==> src/rtl/fpsr_pkg.sv <==
package fpsr_pkg;
  parameter int unsigned REG_W    = 64;
  parameter int unsigned FLAG_W   = 5;
  parameter int unsigned CC_W     = 2;
  parameter int unsigned NUM_CC   = 4;
  parameter int unsigned TT_W     = 3;
  parameter int unsigned VER_W    = 3;
  localparam int unsigned CC_SEL_W = $clog2(NUM_CC);

  // field positions (low bit of each field)
  localparam int unsigned RND_LO    = 30;
  localparam int unsigned TEM_LO    = 23;
  localparam int unsigned VER_LO    = 17;
  localparam int unsigned TT_LO     = 14;
  localparam int unsigned CC0_LO    = 10;
  localparam int unsigned AEXC_LO   = 5;
  localparam int unsigned CEXC_LO   = 0;
  localparam int unsigned CC_EXT_LO = CC0_LO + 22;

  localparam int unsigned FL_INV = 4;

  localparam logic [TT_W-1:0] TT_IEEE = 3'b001;

  typedef enum logic [1:0] {
    RM_NEAREST = 2'd0,
    RM_ZERO    = 2'd1,
    RM_POS_INF = 2'd2,
    RM_NEG_INF = 2'd3
  } rnd_mode_e;

  typedef enum logic [CC_W-1:0] {
    CC_EQ = 2'd0,
    CC_LT = 2'd1,
    CC_GT = 2'd2,
    CC_UO = 2'd3
  } cc_code_e;

  function automatic int unsigned cc_lsb(input int unsigned idx);
    return (idx == 0) ? CC0_LO : CC_EXT_LO + CC_W * (idx - 1);
  endfunction

  function automatic cc_code_e cc_encode(input logic lt, input logic gt, input logic uo);
    if (uo)      return CC_UO;
    else if (lt) return CC_LT;
    else if (gt) return CC_GT;
    else         return CC_EQ;
  endfunction

  function automatic logic [FLAG_W-1:0] build_cexc(input logic [FLAG_W-1:0] flags,
                                                   input logic sig_unord);
    logic [FLAG_W-1:0] c;
    c = flags;
    if (sig_unord) c[FL_INV] = 1'b1;
    return c;
  endfunction

  function automatic logic [REG_W-1:0] split_mask();
    logic [REG_W-1:0] m;
    m = '0;
    m[VER_LO +: VER_W]   = '1;
    m[TT_LO +: TT_W]     = '1;
    m[CEXC_LO +: FLAG_W] = '1;
    return m;
  endfunction
endpackage

==> src/rtl/fpsr_exc_eval.sv <==
module fpsr_exc_eval
  import fpsr_pkg::*;
(
  input  logic [FLAG_W-1:0] flags_i,
  input  logic              sig_unord_i,
  input  logic [FLAG_W-1:0] tem_i,
  output logic [FLAG_W-1:0] cexc_o,
  output logic              trap_hit_o
);
  always_comb begin
    cexc_o     = build_cexc(flags_i, sig_unord_i);
    trap_hit_o = |(cexc_o & tem_i);
  end
endmodule

==> src/rtl/fpsr_cc_update.sv <==
module fpsr_cc_update
  import fpsr_pkg::*;
(
  input  logic [REG_W-1:0]    base_i,
  input  logic                en_i,
  input  logic [CC_SEL_W-1:0] sel_i,
  input  cc_code_e            code_i,
  output logic [REG_W-1:0]    merged_o
);
  logic [NUM_CC-1:0][REG_W-1:0] clr_m;
  logic [NUM_CC-1:0][REG_W-1:0] set_m;

  for (genvar k = 0; k < NUM_CC; k++) begin : g_fld
    localparam int unsigned LO = cc_lsb(k);
    logic hit;
    assign hit      = en_i && (sel_i == CC_SEL_W'(k));
    assign clr_m[k] = hit ? ({{(REG_W-CC_W){1'b0}}, {CC_W{1'b1}}} << LO) : '0;
    assign set_m[k] = hit ? ({{(REG_W-CC_W){1'b0}}, code_i} << LO) : '0;
  end

  always_comb begin
    logic [REG_W-1:0] acc_c;
    logic [REG_W-1:0] acc_s;
    acc_c = '0;
    acc_s = '0;
    for (int k = 0; k < NUM_CC; k++) begin
      acc_c = acc_c | clr_m[k];
      acc_s = acc_s | set_m[k];
    end
    merged_o = (base_i & ~acc_c) | acc_s;
  end
endmodule

==> src/rtl/fpsr_rnd_dec.sv <==
module fpsr_rnd_dec
  import fpsr_pkg::*;
(
  input  logic [1:0] fld_i,
  output rnd_mode_e  mode_o
);
  always_comb begin
    unique case (fld_i)
      2'd0:    mode_o = RM_NEAREST;
      2'd1:    mode_o = RM_ZERO;
      2'd2:    mode_o = RM_POS_INF;
      default: mode_o = RM_NEG_INF;
    endcase
  end
endmodule

==> src/rtl/fpsr_ctrl.sv <==
module fpsr_ctrl
  import fpsr_pkg::*;
#(
  parameter logic [VER_W-1:0] VERSION = 3'd5
)(
  input  logic                clk,
  input  logic                rst_n,
  input  logic                ev_valid,
  input  logic [FLAG_W-1:0]   ev_flags,
  input  logic                ev_is_cmp,
  input  logic                cmp_lt,
  input  logic                cmp_gt,
  input  logic                cmp_uo,
  input  logic                cmp_signaling,
  input  logic [CC_SEL_W-1:0] cmp_sel,
  input  logic                sw_wr,
  input  logic                sw_wr_keep_tt,
  input  logic [REG_W-1:0]    sw_wdata,
  output logic [REG_W-1:0]    rd_data,
  output logic                trap_req,
  output logic [1:0]          rnd_mode
);
  localparam logic [REG_W-1:0] SPLIT_M = split_mask();

  logic [REG_W-1:0]  main_q;
  logic [FLAG_W-1:0] cexc_q;
  logic [TT_W-1:0]   tt_q;
  logic              trap_q;

  // named internal events, also observed by the checker
  logic              sw_any;
  logic              ev_go;
  logic              ev_trap;
  logic              ev_accum;
  logic [FLAG_W-1:0] cexc_new;
  logic              trap_hit;
  logic [REG_W-1:0]  cc_merged;
  cc_code_e          cc_code;
  rnd_mode_e         rm_dec;

  assign sw_any   = sw_wr | sw_wr_keep_tt;
  assign ev_go    = ev_valid & ~sw_any;
  assign ev_trap  = ev_go & trap_hit;
  assign ev_accum = ev_go & ~trap_hit;
  assign cc_code  = cc_encode(cmp_lt, cmp_gt, cmp_uo);

  fpsr_exc_eval u_exc (
    .flags_i     (ev_flags),
    .sig_unord_i (ev_is_cmp & cmp_signaling & cmp_uo),
    .tem_i       (main_q[TEM_LO +: FLAG_W]),
    .cexc_o      (cexc_new),
    .trap_hit_o  (trap_hit)
  );

  fpsr_cc_update u_cc (
    .base_i   (main_q),
    .en_i     (ev_is_cmp),
    .sel_i    (cmp_sel),
    .code_i   (cc_code),
    .merged_o (cc_merged)
  );

  fpsr_rnd_dec u_rnd (
    .fld_i  (main_q[RND_LO +: 2]),
    .mode_o (rm_dec)
  );

  always_ff @(posedge clk or negedge rst_n) begin
    if (!rst_n) begin
      main_q <= '0;
      cexc_q <= '0;
      tt_q   <= '0;
      trap_q <= 1'b0;
    end else begin
      trap_q <= ev_trap;
      if (sw_any) begin
        main_q <= sw_wdata & ~SPLIT_M;
        cexc_q <= sw_wdata[CEXC_LO +: FLAG_W];
        if (sw_wr) tt_q <= sw_wdata[TT_LO +: TT_W];
      end else if (ev_go) begin
        cexc_q <= cexc_new;
        tt_q   <= ev_trap ? TT_IEEE : '0;
        if (ev_accum)
          main_q <= cc_merged | ({{(REG_W-FLAG_W){1'b0}}, cexc_new} << AEXC_LO);
      end
    end
  end

  always_comb begin
    rd_data = main_q;
    rd_data[CEXC_LO +: FLAG_W] = rd_data[CEXC_LO +: FLAG_W] | cexc_q;
    rd_data[TT_LO +: TT_W]     = rd_data[TT_LO +: TT_W] | tt_q;
    rd_data[VER_LO +: VER_W]   = rd_data[VER_LO +: VER_W] | VERSION;
  end

  assign trap_req = trap_q;
  assign rnd_mode = rm_dec;
endmodule

==> config.mk <==
export PLATFORM = sky130hd
export DESIGN_NAME = fpsr_ctrl
export DESIGN_NICKNAME = d
export VERILOG_FILES = /design/src/rtl/fpsr_pkg.sv /design/src/rtl/fpsr_exc_eval.sv /design/src/rtl/fpsr_cc_update.sv /design/src/rtl/fpsr_rnd_dec.sv /design/src/rtl/fpsr_ctrl.sv
export SDC_FILE = /design/constraint.sdc
export NUM_CORES = 1
export LEC_CHECK = 0
export CAP_MARGIN = 40
export CORE_UTILIZATION = 40
export DETAILED_ROUTE_END_ITERATION = 6
export GPL_ROUTABILITY_DRIVEN = 0
export MAX_ROUTING_LAYER = met4
export PLACE_DENSITY_LB_ADDON = 0.08
export REMOVE_ABC_BUFFERS = 1
export SYNTH_ARGS = -nofsm -noshare
export SYNTH_HDL_FRONTEND = slang
export SYNTH_HIERARCHICAL = 1
export SYNTH_SLANG_ARGS = --single-unit
==> constraint.sdc <==
create_clock -name clk -period 2.1 [get_ports clk]
set_input_delay 0.21 -clock clk [delete_from_list [all_inputs] [get_ports clk]]
set_output_delay 0.21 -clock clk [all_outputs]
set_load 0.005 [all_outputs]
==> load_flow_metrics.sql, run 1 <==
INSERT INTO impl_metrics (metric_group, metric, value, unit) VALUES
('outcome', 'status', 'finished, final reports clean', ''),
('global_route', 'grt_most_used_layer', 'met2', ''),
('worst_setup_path', 'reg2reg_from', 'main_q[25]$_DFFE_PN0P_', ''),
('clock_network', 'clock_sinks', '71', ''),
('global_route', 'globalRouteMet3Util', '0.04822', ''),
('clock_network', 'tritoncts_clock_tree', 'built', ''),
('global_route', 'met1_usage', '0.2089', ''),
('detailed_routing', 'drt_pre_antenna_iters', '4', ''),
('place', 'detailed_place_hpwl', '6495', 'µm'),
('detailed_routing', 'totalWireLength', '9049', 'µm'),
('layout', 'finalNetCount', '511', ''),
('worst_setup_path', 'r2r-end', 'main_q[57]$_DFFE_PN0P_', ''),
('global_route', 'grt-ovfl-total', '0', ''),
('layout', 'utilization', '0.5256', ''),
('global_route', 'grt_pass1_wl', '14660', 'µm'),
('worst_setup_path', 'worst_ep_arrival_time', '2.10', 'ns'),
('worst_setup_path', 'r2r_slack', '0.30', 'ns'),
('synthesis', 'synthCells', '389', ''),
('global_route', 'track_usage', '0.1689', ''),
('flow_run', 'cap_violations', '0', ''),
('timing', 'fmax', '529.5', 'MHz'),
('worst_setup_path', 'required', '2.31', 'ns'),
('timing', 'drv_slew', '0', ''),
('layout', 'area_growth_syn_to_layout', '26.56', '%'),
('worst_setup_path', 'worst-path-max-fanout', '12', ''),
('worst_setup_path', 'worstSetupPathType', 'input port to register', ''),
('synthesis', 'cell_area_after_synthesis', '4542', 'µm²'),
('power', 'static-leakage-power', '2.454', 'nW'),
('global_route', 'gr-usage-met2', '0.2636', ''),
('synthesis', 'avgSynthCellArea', '11.68', 'µm²'),
('floorplanning', 'floorplan.initialDensity', '0.4153', ''),
('floorplanning', 'floorplan.die_area', '11790', 'µm²'),
('place', 'dp_slack', '-0.1157', 'ns'),
('timing', 'hold_viol_final', '0', ''),
('detailed_routing', 'detail_route.drc_violations', '0', ''),
('power', 'p_per_area', '795.0', 'nW/µm²'),
('clock_network', 'post-cts-setup-buffers', '0', ''),
('timing', 'minimum_setup_slack_in_the_final_design', '0.2114', 'ns'),
('synthesis', 'yosysWarnings', '6', ''),
('clock_network', 'clk-insertion-delay-late', '0.33', 'ns'),
('layout', 'post-route-cell-area', '5748', 'µm²'),
('floorplanning', 'die_w', '108.6', 'µm'),
('clock_network', 'htree_levels', '3', ''),
('worst_setup_path', 'r2r_cells', '5', ''),
('place', 'place.port_buffers', '142', ''),
('timing', 'final.min_clock_period', '1.889', 'ns'),
('power', 'design_power_total', '4.570', 'mW'),
('floorplanning', 'number_of_placement_rows', '38', ''),
('detailed_routing', 'routed-via-count', '2677', ''),
('floorplanning', 'core_area', '10940', 'µm²'),
('clock_network', 'clkSlewWorstSetupHoldPaths', '0.06', 'ns'),
('timing', 'rsz0062_at_grt', 'no', ''),
('worst_setup_path', 'endpoint_kind', 'register', ''),
('detailed_routing', 'wl_cell', '15.74', 'µm'),
('global_route', 'antenna_found_initial', '0', ''),
('place', 'placed_cell_area', '5358', 'µm²'),
('worst_setup_path', 'startpoint_type', 'input port', ''),
('floorplanning', 'io_pins', '148', ''),
('global_route', 'largest_net_degree_at_the_start_of_global_routing', '37', ''),
('power', 'ir_worst_vdd', '0.4420', 'mV'),
('floorplanning', 'fp.dieH', '108.6', 'µm'),
('detailed_routing', 'dr.first_iter.drc_count', '66', ''),
('timing', 'setup_violations', '0', ''),
('detailed_routing', 'detail-route-antenna-nets', '0', ''),
('clock_network', 'tritoncts.num_buffers', '9', ''),
('clock_network', 'cts_max_path_buffers', '2', ''),
('timing', 'timing.hold.ws', '0.3786', 'ns'),
('timing', 'fin_crit_sh', '0.8993', ''),
('timing', 'worst_clock_skew', '0.004600', 'ns'),
('clock_network', 'clock-root-buffer', 'clkbuf_16', ''),
('worst_hold_path', 'worst_hold_path_type', 'input port to asynchronous set/reset pin', ''),
('global_route', 'grt_pass1_vias', '2891', ''),
('layout', 'diodes', '0', ''),
('detailed_routing', 'vias_per_std_cell', '4.656', ''),
('layout', 'post_route_cells_drive_above_1_share', '0.3310', '');
-- routing by layer --
layer  share of wire  vias to the layer above
met5               0                        -
met4           0.012                        0
met3           0.082                        9
met2            0.47                       88
met1            0.43                     1281
li1                -                     1299
-- worst max-delay path by stage --
stage / slack, ns / endpoint / cells past startpoint / from
floorplan: -3.19 / main_q[10]$_DFFE_PN0P_ / 3 / sw_wr
global placement: -0.11 / main_q[35]$_DFFE_PN0P_ / 7 / ev_is_cmp
detailed placement: -0.12 / main_q[31]$_DFFE_PN0P_ / 7 / ev_is_cmp
CTS: 0.21 / main_q[25]$_DFFE_PN0P_ / 7 / ev_is_cmp
global route: 0.11 / main_q[31]$_DFFE_PN0P_ / 7 / ev_is_cmp
finish: 0.21 / main_q[57]$_DFFE_PN0P_ / 7 / ev_is_cmp
-- flip-flops by register name, summed over array words and instances, names as in the netlist --
name,count
cexc_q,5
main_q,62
tt_q,3
trap_req,1
-- repair_timing --
action	CTS	global route
hold buffers	1	0
setup endpoints to repair	0	0
hold endpoints to repair	35	0
gates resized for setup	0	0
-- per-stage QoR --
stage,TNS (ns),cells
6_report,0,575
4_1_cts,0,575
3_3_place_gp,-5.142,558
2_1_floorplan,-194.37,258
5_1_grt,0,575
3_5_place_dp,-5.235,558
-- cell usage in the layout (no fill, tap or decap), types with 6 or more instances in the layout --
cell,count
or2_2,9
clkdlybuf4s50_1,141
o21ai_0,9
mux2_2,75
mux2i_1,11
dfrtp_1,71
mux2_4,20
inv_1,6
a22o_1,9
clkbuf_16,9
buf_4,15
mux2_1,9
-- critical path, cell delays in order --
cell             delay (ns)
clkdlybuf4s50_1        0.43
and3_1                 0.21
o21ai_0                0.24
nand3_1                0.18
o21ai_4                0.22
buf_4                  0.25
mux2_2                 0.35
-- where the power goes --
part | leakage [nW] | switching [mW] | total [mW] | internal (mW)
Combinational | 1.42 | 0.314 | 1.01 | 0.695
Sequential | 0.849 | 0.112 | 1.64 | 1.53
Clock | 0.182 | 0.577 | 1.92 | 1.35
Total | 2.45 | 1.00 | 4.57 | 3.57
-- final cells by class --
class | instances | area (µm²)
Tap cell | 140 | 175.2
Clock inverter | 5 | 127.6
Clock buffer | 11 | 252.7
Inverter | 7 | 26.28
Multi-Input combinational cell | 180 | 1775
Timing Repair Buffer | 161 | 1614
Sequential cell | 71 | 1777
Fill cell | 969 | 5187
Power figures use the tool's default switching activity.
==> run 2: changes to the inputs <==
--- a/config.mk
+++ b/config.mk
@@ -6,6 +6,7 @@
 export NUM_CORES = 1
 export LEC_CHECK = 0
 export CAP_MARGIN = 40
+export CORE_MARGIN = 2
 export CORE_UTILIZATION = 40
 export DETAILED_ROUTE_END_ITERATION = 6
 export GPL_ROUTABILITY_DRIVEN = 0
==> run 2 against run 1 <==
Against the previous run: critical path type unchanged; die area is 3.7% higher; combinational power about the same; highest routed layer unchanged; hold slack improved by 0.0088 ns; core utilization is 1.1 points lower; critical path depth stayed put; non-clock buffer count fell by 1; clock-buffer cell count is 1 lower; final area is 1.7% lower; routed wire length up 0.15%; clock skew is 0.0033 ns higher; final cell count decreased by 0.17%; power is 9.3% lower.
==> load_flow_metrics.sql, run 2 (synthesis results as in run 1) <==
INSERT INTO impl_metrics (metric_group, metric, value, unit) VALUES
('place', 'place.port_buffers', '142', ''),
('floorplanning', 'floorplan.initialDensity', '0.4135', ''),
('detailed_routing', 'drt_pre_antenna_iters', '4', ''),
('worst_setup_path', 'worst_ep_arrival_time', '2.14', 'ns'),
('worst_setup_path', 'crit_start', 'ev_is_cmp', ''),
('detailed_routing', 'met3RoutedLength', '586', 'µm'),
('worst_setup_path', 'worstSetupPathType', 'input port to register', ''),
('worst_setup_path', 'startpoint_type', 'input port', ''),
('detailed_routing', 'routed-via-count', '2709', ''),
('global_route', 'grt_pass1_wl', '14750', 'µm'),
('timing', 'final.min_clock_period', '1.934', 'ns'),
('worst_setup_path', 'r2r-end', 'main_q[61]$_DFFE_PN0P_', ''),
('detailed_routing', 'dr.first_iter.drc_count', '74', ''),
('layout', 'utilization', '0.5145', ''),
('worst_setup_path', 'worstSetupEndpoint', 'main_q[61]$_DFFE_PN0P_', ''),
('worst_setup_path', 'cp.buffers_inverters', '2', ''),
('place', 'dp_cells', '557', ''),
('worst_setup_path', 'endpoint_kind', 'register', ''),
('layout', 'final_cell_mix', 'clkdlybuf4s50_1 (141), mux2_2 (75), dfrtp_1 (71), mux2_4 (20), buf_4 (14)', ''),
('clock_network', 'tritoncts.num_buffers', '9', ''),
('floorplanning', 'fp.dieH', '110.6', 'µm'),
('layout', 'finalNetCount', '510', ''),
('worst_setup_path', 'r2r_cells', '6', ''),
('floorplanning', 'io_pins', '148', ''),
('worst_setup_path', 'timing.critical_path.cells', 'clkdlybuf4s50_1, and3_1, o21ai_0, nand3_1, o21ai_4, buf_12, mux2_2', ''),
('clock_network', 'clkSlewWorstSetupHoldPaths', '0.06', 'ns'),
('layout', 'register_area', '1777', 'µm²'),
('timing', 'drv_slew', '0', ''),
('timing', 'hold_viol_final', '0', ''),
('floorplanning', 'number_of_placement_rows', '38', ''),
('worst_hold_path', 'worst_hold_path_type', 'input port to asynchronous set/reset pin', ''),
('flow_run', 'cap_violations', '0', ''),
('floorplanning', 'die_w', '110.6', 'µm'),
('layout', 'area_growth_syn_to_layout', '24.41', '%'),
('worst_setup_path', 'reg2reg_from', 'main_q[25]$_DFFE_PN0P_', ''),
('detailed_routing', 'vias_per_std_cell', '4.720', ''),
('global_route', 'grt-ovfl-total', '0', ''),
('timing', 'setup_violations', '0', ''),
('place', 'detailed_place_hpwl', '6309', 'µm'),
('layout', 'post_route_cells_drive_above_1_share', '0.3272', ''),
('detailed_routing', 'detail_route.drc_violations', '0', ''),
('worst_setup_path', 'r2r_slack', '0.18', 'ns'),
('floorplanning', 'core_area', '10980', 'µm²'),
('worst_setup_path', 'worst-path-stages', '7', ''),
('timing', 'minimum_setup_slack_in_the_final_design', '0.1663', 'ns'),
('global_route', 'track_usage', '0.1539', ''),
('power', 'design_power_total', '4.143', 'mW'),
('detailed_routing', 'topRoutingLayerUsed', 'met4', ''),
('layout', 'largest-register', 'main_q', ''),
('clock_network', 'cts_max_path_buffers', '2', ''),
('clock_network', 'htree_levels', '3', ''),
('layout', 'filler_cell_count', '1024', ''),
('timing', 'fmax', '517.2', 'MHz'),
('global_route', 'grt_pass1_vias', '2918', ''),
('layout', 'post-route-cell-area', '5650', 'µm²'),
('layout', 'multi_input_gate_area_in_the_final_layout', '1775', 'µm²'),
('timing', 'fin_crit_sh', '0.9208', ''),
('clock_network', 'tritoncts_clock_tree', 'built', ''),
('detailed_routing', 'wl_met1', '4280', 'µm'),
('global_route', 'antenna_found_initial', '0', ''),
('worst_setup_path', 'crit_path_top_delay_cell', 'clkdlybuf4s50_1', ''),
('place', 'dp_slack', '-0.1258', 'ns'),
('layout', 'largest_reg_flops', '62', ''),
('detailed_routing', 'wl_cell', '15.79', 'µm'),
('power', 'static-leakage-power', '2.409', 'nW'),
('worst_setup_path', 'worst-path-max-fanout', '36', ''),
('clock_network', 'clock_sinks', '71', ''),
('outcome', 'status', 'finished, final reports clean', ''),
('timing', 'timing.hold.ws', '0.3874', 'ns'),
('layout', 'final_common_cell', 'clkdlybuf4s50_1', ''),
('global_route', 'largest_net_degree_at_the_start_of_global_routing', '37', ''),
('clock_network', 'post-cts-setup-buffers', '0', ''),
('worst_setup_path', 'cell_family_with_the_largest_share_of_critical_path_delay', 'buffers and inverters', ''),
('timing', 'rsz0062_at_grt', 'no', ''),
('detailed_routing', 'met2_wirelength', '4163', 'µm'),
('layout', 'reg_top3', 'main_q: 62 flops, cexc_q: 5 flops, tt_q: 3 flops', ''),
('layout', 'instances_no_fill', '574', ''),
('power', 'ir_worst_vdd', '0.4092', 'mV'),
('power', 'p_per_area', '733.2', 'nW/µm²'),
('layout', 'diodes', '0', ''),
('worst_setup_path', 'cpPeakStageDelay', '0.42', 'ns'),
('clock_network', 'cts_hold_repair_buffers', '1', ''),
('detailed_routing', 'totalWireLength', '9063', 'µm'),
('worst_setup_path', 'required', '2.31', 'ns'),
('timing', 'worst_clock_skew', '0.007852', 'ns'),
('timing', 'totalNegativeSetupSlack', '0', 'ns'),
('clock_network', 'clk-insertion-delay-late', '0.33', 'ns'),
('floorplanning', 'floorplan.die_area', '12220', 'µm²'),
('clock_network', 'clock-root-buffer', 'clkbuf_16', ''),
('clock_network', 'quantity_of_gates_resized_following_cts', '0', ''),
('place', 'placed_cell_area', '5350', 'µm²'),
('detailed_routing', 'detail-route-antenna-nets', '0', '');
==> run 2: how the worst min path moves through the flow <==
stage / endpoint / slack, ns / from / cells past startpoint
floorplan: cexc_q[0]$_DFFE_PN0P_ / -0.09 / rst_n / 0
global placement: main_q[35]$_DFFE_PN0P_ / 0.21 / rst_n / 1
detailed placement: main_q[35]$_DFFE_PN0P_ / 0.21 / rst_n / 1
CTS: main_q[35]$_DFFE_PN0P_ / 0.41 / rst_n / 2
global route: main_q[35]$_DFFE_PN0P_ / 0.43 / rst_n / 2
finish: main_q[35]$_DFFE_PN0P_ / 0.39 / rst_n / 2
==> run 2: metal layers <==
layer,up-vias,GRT usage
met5,-,-
met4,0,0.03250
met3,2,0.04995
met2,98,0.2384
met1,1308,0.1985
li1,1301,-
==> run 2: area by class of cell <==
cell class,count,area share
Tap cell,140,0.03100
Clock inverter,6,0.01085
Inverter,7,0.004650
Clock buffer,10,0.04052
Sequential cell,71,0.3144
Timing Repair Buffer,160,0.2843
Multi-Input combinational cell,180,0.3142
==> run 2: power by group <==
group	switching, mW	total, mW	internal, mW
Sequential	0.114	1.64	1.53
Clock	0.578	1.49	0.915
Combinational	0.315	1.01	0.696
==> run 3: changes to the inputs <==
--- a/config.mk
+++ b/config.mk
@@ -9,6 +9,7 @@
 export CORE_MARGIN = 2
 export CORE_UTILIZATION = 40
 export DETAILED_ROUTE_END_ITERATION = 6
+export DONT_BUFFER_PORTS = 1
 export GPL_ROUTABILITY_DRIVEN = 0
 export MAX_ROUTING_LAYER = met4
 export PLACE_DENSITY_LB_ADDON = 0.08
==> run 3 against run 2 <==
Against the previous run: clock skew shrank 0.0015 ns; final cell count shrank 25%; sequential power grew 2%; critical path type is now register to register; clock power grew 9%; largest power group unchanged; die area is the same; flip-flop and latch count is the same.
==> load_flow_metrics.sql, run 3 (synthesis results as in run 1) <==
INSERT INTO impl_metrics (metric_group, metric, value, unit) VALUES
('outcome', 'status', 'finished, final reports clean', ''),
('clock_network', 'clkSlewWorstSetupHoldPaths', '0.06', 'ns'),
('timing', 'fmax', '532.5', 'MHz'),
('clock_network', 'cts_max_path_buffers', '2', ''),
('power', 'power.share.sequential', '0.444', ''),
('layout', 'largest-register', 'main_q', ''),
('floorplanning', 'floorplan.initialDensity', '0.4135', ''),
('power', 'p_int', '2.875', 'mW'),
('worst_setup_path', 'startpoint_type', 'register', ''),
('power', 'static-leakage-power', '1.851', 'nW'),
('timing', 'worst_clock_skew', '0.006330', 'ns'),
('place', 'detailed_place_hpwl', '5482', 'µm'),
('detailed_routing', 'wl_cell', '19.01', 'µm'),
('power', 'ir_worst_vdd', '0.4759', 'mV'),
('timing', 'totalNegativeSetupSlack', '0', 'ns'),
('worst_hold_path', 'min-delay-start', 'ev_valid', ''),
('clock_network', 'clock-root-buffer', 'clkbuf_16', ''),
('layout', 'reg_top3', 'main_q: 62 flops, cexc_q: 5 flops, tt_q: 3 flops', ''),
('detailed_routing', 'routed-via-count', '2171', ''),
('worst_setup_path', 'endpoint_kind', 'register', ''),
('global_route', 'largest_net_degree_at_the_start_of_global_routing', '72', ''),
('global_route', 'antenna_found_initial', '1', ''),
('floorplanning', 'floorplan.die_area', '12220', 'µm²'),
('clock_network', 'clock_sinks', '71', ''),
('detailed_routing', 'detail_route.drc_violations', '0', ''),
('timing', 'final.min_clock_period', '1.878', 'ns'),
('place', 'place.port_buffers', '0', ''),
('clock_network', 'tritoncts_clock_tree', 'built', ''),
('power', 'clock_power_share', '0.426', ''),
('timing', 'fin_crit_sh', '0.8942', ''),
('worst_setup_path', 'worst_ep_arrival_time', '2.09', 'ns'),
('floorplanning', 'io_pins', '148', ''),
('floorplanning', 'die_w', '110.6', 'µm'),
('global_route', 'grt-ovfl-total', '0', ''),
('floorplanning', 'core_area', '10980', 'µm²'),
('clock_network', 'tritoncts.num_buffers', '9', ''),
('worst_setup_path', 'worst-path-max-fanout', '27', ''),
('detailed_routing', 'detail-route-antenna-nets', '0', ''),
('worst_setup_path', 'required', '2.31', 'ns'),
('worst_setup_path', 'crit_start', 'main_q[25]$_DFFE_PN0P_', ''),
('layout', 'post_route_cells_drive_above_1_share', '0.4634', ''),
('layout', 'area_growth_syn_to_layout', '-6.446', '%'),
('clock_network', 'post-cts-setup-buffers', '0', ''),
('flow_run', 'cap_violations', '0', ''),
('power', 'share_comb_of_total_power', '0.131', ''),
('global_route', 'grt_pass1_wl', '13420', 'µm'),
('clock_network', 'htree_levels', '3', ''),
('detailed_routing', 'totalWireLength', '8136', 'µm'),
('timing', 'hold_viol_final', '0', ''),
('detailed_routing', 'dr.first_iter.drc_count', '96', ''),
('floorplanning', 'fp.dieH', '110.6', 'µm'),
('worst_setup_path', 'worstSetupPathType', 'register to register', ''),
('global_route', 'grt_pass1_vias', '2407', ''),
('clock_network', 'clk-insertion-delay-late', '0.34', 'ns'),
('layout', 'filler_cell_count', '1070', ''),
('layout', 'finalNetCount', '364', ''),
('detailed_routing', 'vias_per_std_cell', '5.072', ''),
('detailed_routing', 'drt_pre_antenna_iters', '3', ''),
('timing', 'setup_violations', '0', ''),
('power', 'design_power_total', '3.797', 'mW'),
('layout', 'largest_reg_flops', '62', ''),
('floorplanning', 'number_of_placement_rows', '38', ''),
('timing', 'drv_slew', '0', ''),
('layout', 'final_cell_mix', 'mux2_2 (75), dfrtp_1 (71), mux2_4 (20), mux2i_1 (11)', ''),
('worst_hold_path', 'worst_hold_path_type', 'input port to register', ''),
('layout', 'final_common_cell', 'mux2_2', ''),
('worst_setup_path', 'reg2reg_from', 'main_q[25]$_DFFE_PN0P_', ''),
('power', 'p_per_area', '893.6', 'nW/µm²'),
('power', 'power.switching_fraction', '0.2429', ''),
('worst_setup_path', 'r2r_slack', '0.22', 'ns'),
('timing', 'rsz0062_at_grt', 'no', ''),
('global_route', 'track_usage', '0.1454', ''),
('power', 'power.net_switching', '0.9223', 'mW');
-- run 3: power groups by stage --
stage                     Sequential [mW]  Clock (mW)  Combinational [mW]
after floorplan                      1.66           0               0.396
after detailed placement             1.71           0               0.461
after global placement               1.71           0               0.450
after global routing                 1.71        1.74               0.553
after CTS                            1.69        1.68               0.509
final                                1.68        1.62               0.496
-- run 3: final cells by class --
| class | instances | area [µm²] | share of cell area |
|---|---|---|---|
| inverter | 7 | 26.28 | 0.006184 |
| antenna | 1 | 2.502 | 0.0005889 |
| timing repair buffer | 14 | 175.2 | 0.04122 |
| clock inverter | 2 | 37.54 | 0.008834 |
| clock buffer | 13 | 280.3 | 0.06596 |
| sequential | 71 | 1777 | 0.4181 |
| multi-input combinational | 180 | 1775 | 0.4178 |
| tap | 140 | 175.2 | 0.04122 |
-- run 3: final timing paths --
path / endpoint / depth (start not counted)
min in group asynchronous: main_q[33]$_DFFE_PN0P_ / 2
min reg2reg: main_q[2]$_DFFE_PN0P_ / 1
max: main_q[51]$_DFFE_PN0P_ / 5
max in group asynchronous: main_q[58]$_DFFE_PN0P_ / 2
min: trap_req$_DFF_PN0_ / 1
max reg2reg: main_q[51]$_DFFE_PN0P_ / 5
-- run 3: metal layers --
layer	global-route usage	routed length, µm	vias to the layer above
met1	0.1759	3667	1053
li1	-	-	1010
met5	-	0	-
met2	0.2155	3632	97
met4	0.07250	178	0
met3	0.05104	657	11
-- run 3: worst max-delay path, stage by stage, from the launching register on --
cell and delay [ns]:
dfrtp_1 0.42, a22oi_1 0.31, nand3_1 0.20, o21ai_4 0.24, buf_12 0.23, mux2_2 0.36
-- run 3: repair_timing --
| item | 4_1_cts | 5_1_grt |
|---|---|---|
| hold endpoints to repair | 74 | 0 |
| gates resized for setup | 0 | 0 |
| hold buffers | 6 | 0 |
-- run 3: per-stage QoR --
step / std cells / setup WS (ns) / util / hold WS (ns) / instance area [µm²]
floorplan: 258 / -3.191 / - / -0.08559 / 3571
detailed placement: 406 / 0.1925 / 0.3506 / -0.08368 / 3851
finish: 428 / 0.2222 / 0.3869 / 0.02515 / 4249
global route: 428 / 0.07573 / 0.3869 / 0.01609 / 4249
global placement: 406 / 0.2131 / 0.3506 / -0.08378 / 3851
CTS: 427 / 0.1627 / 0.3866 / 0.008454 / 4247
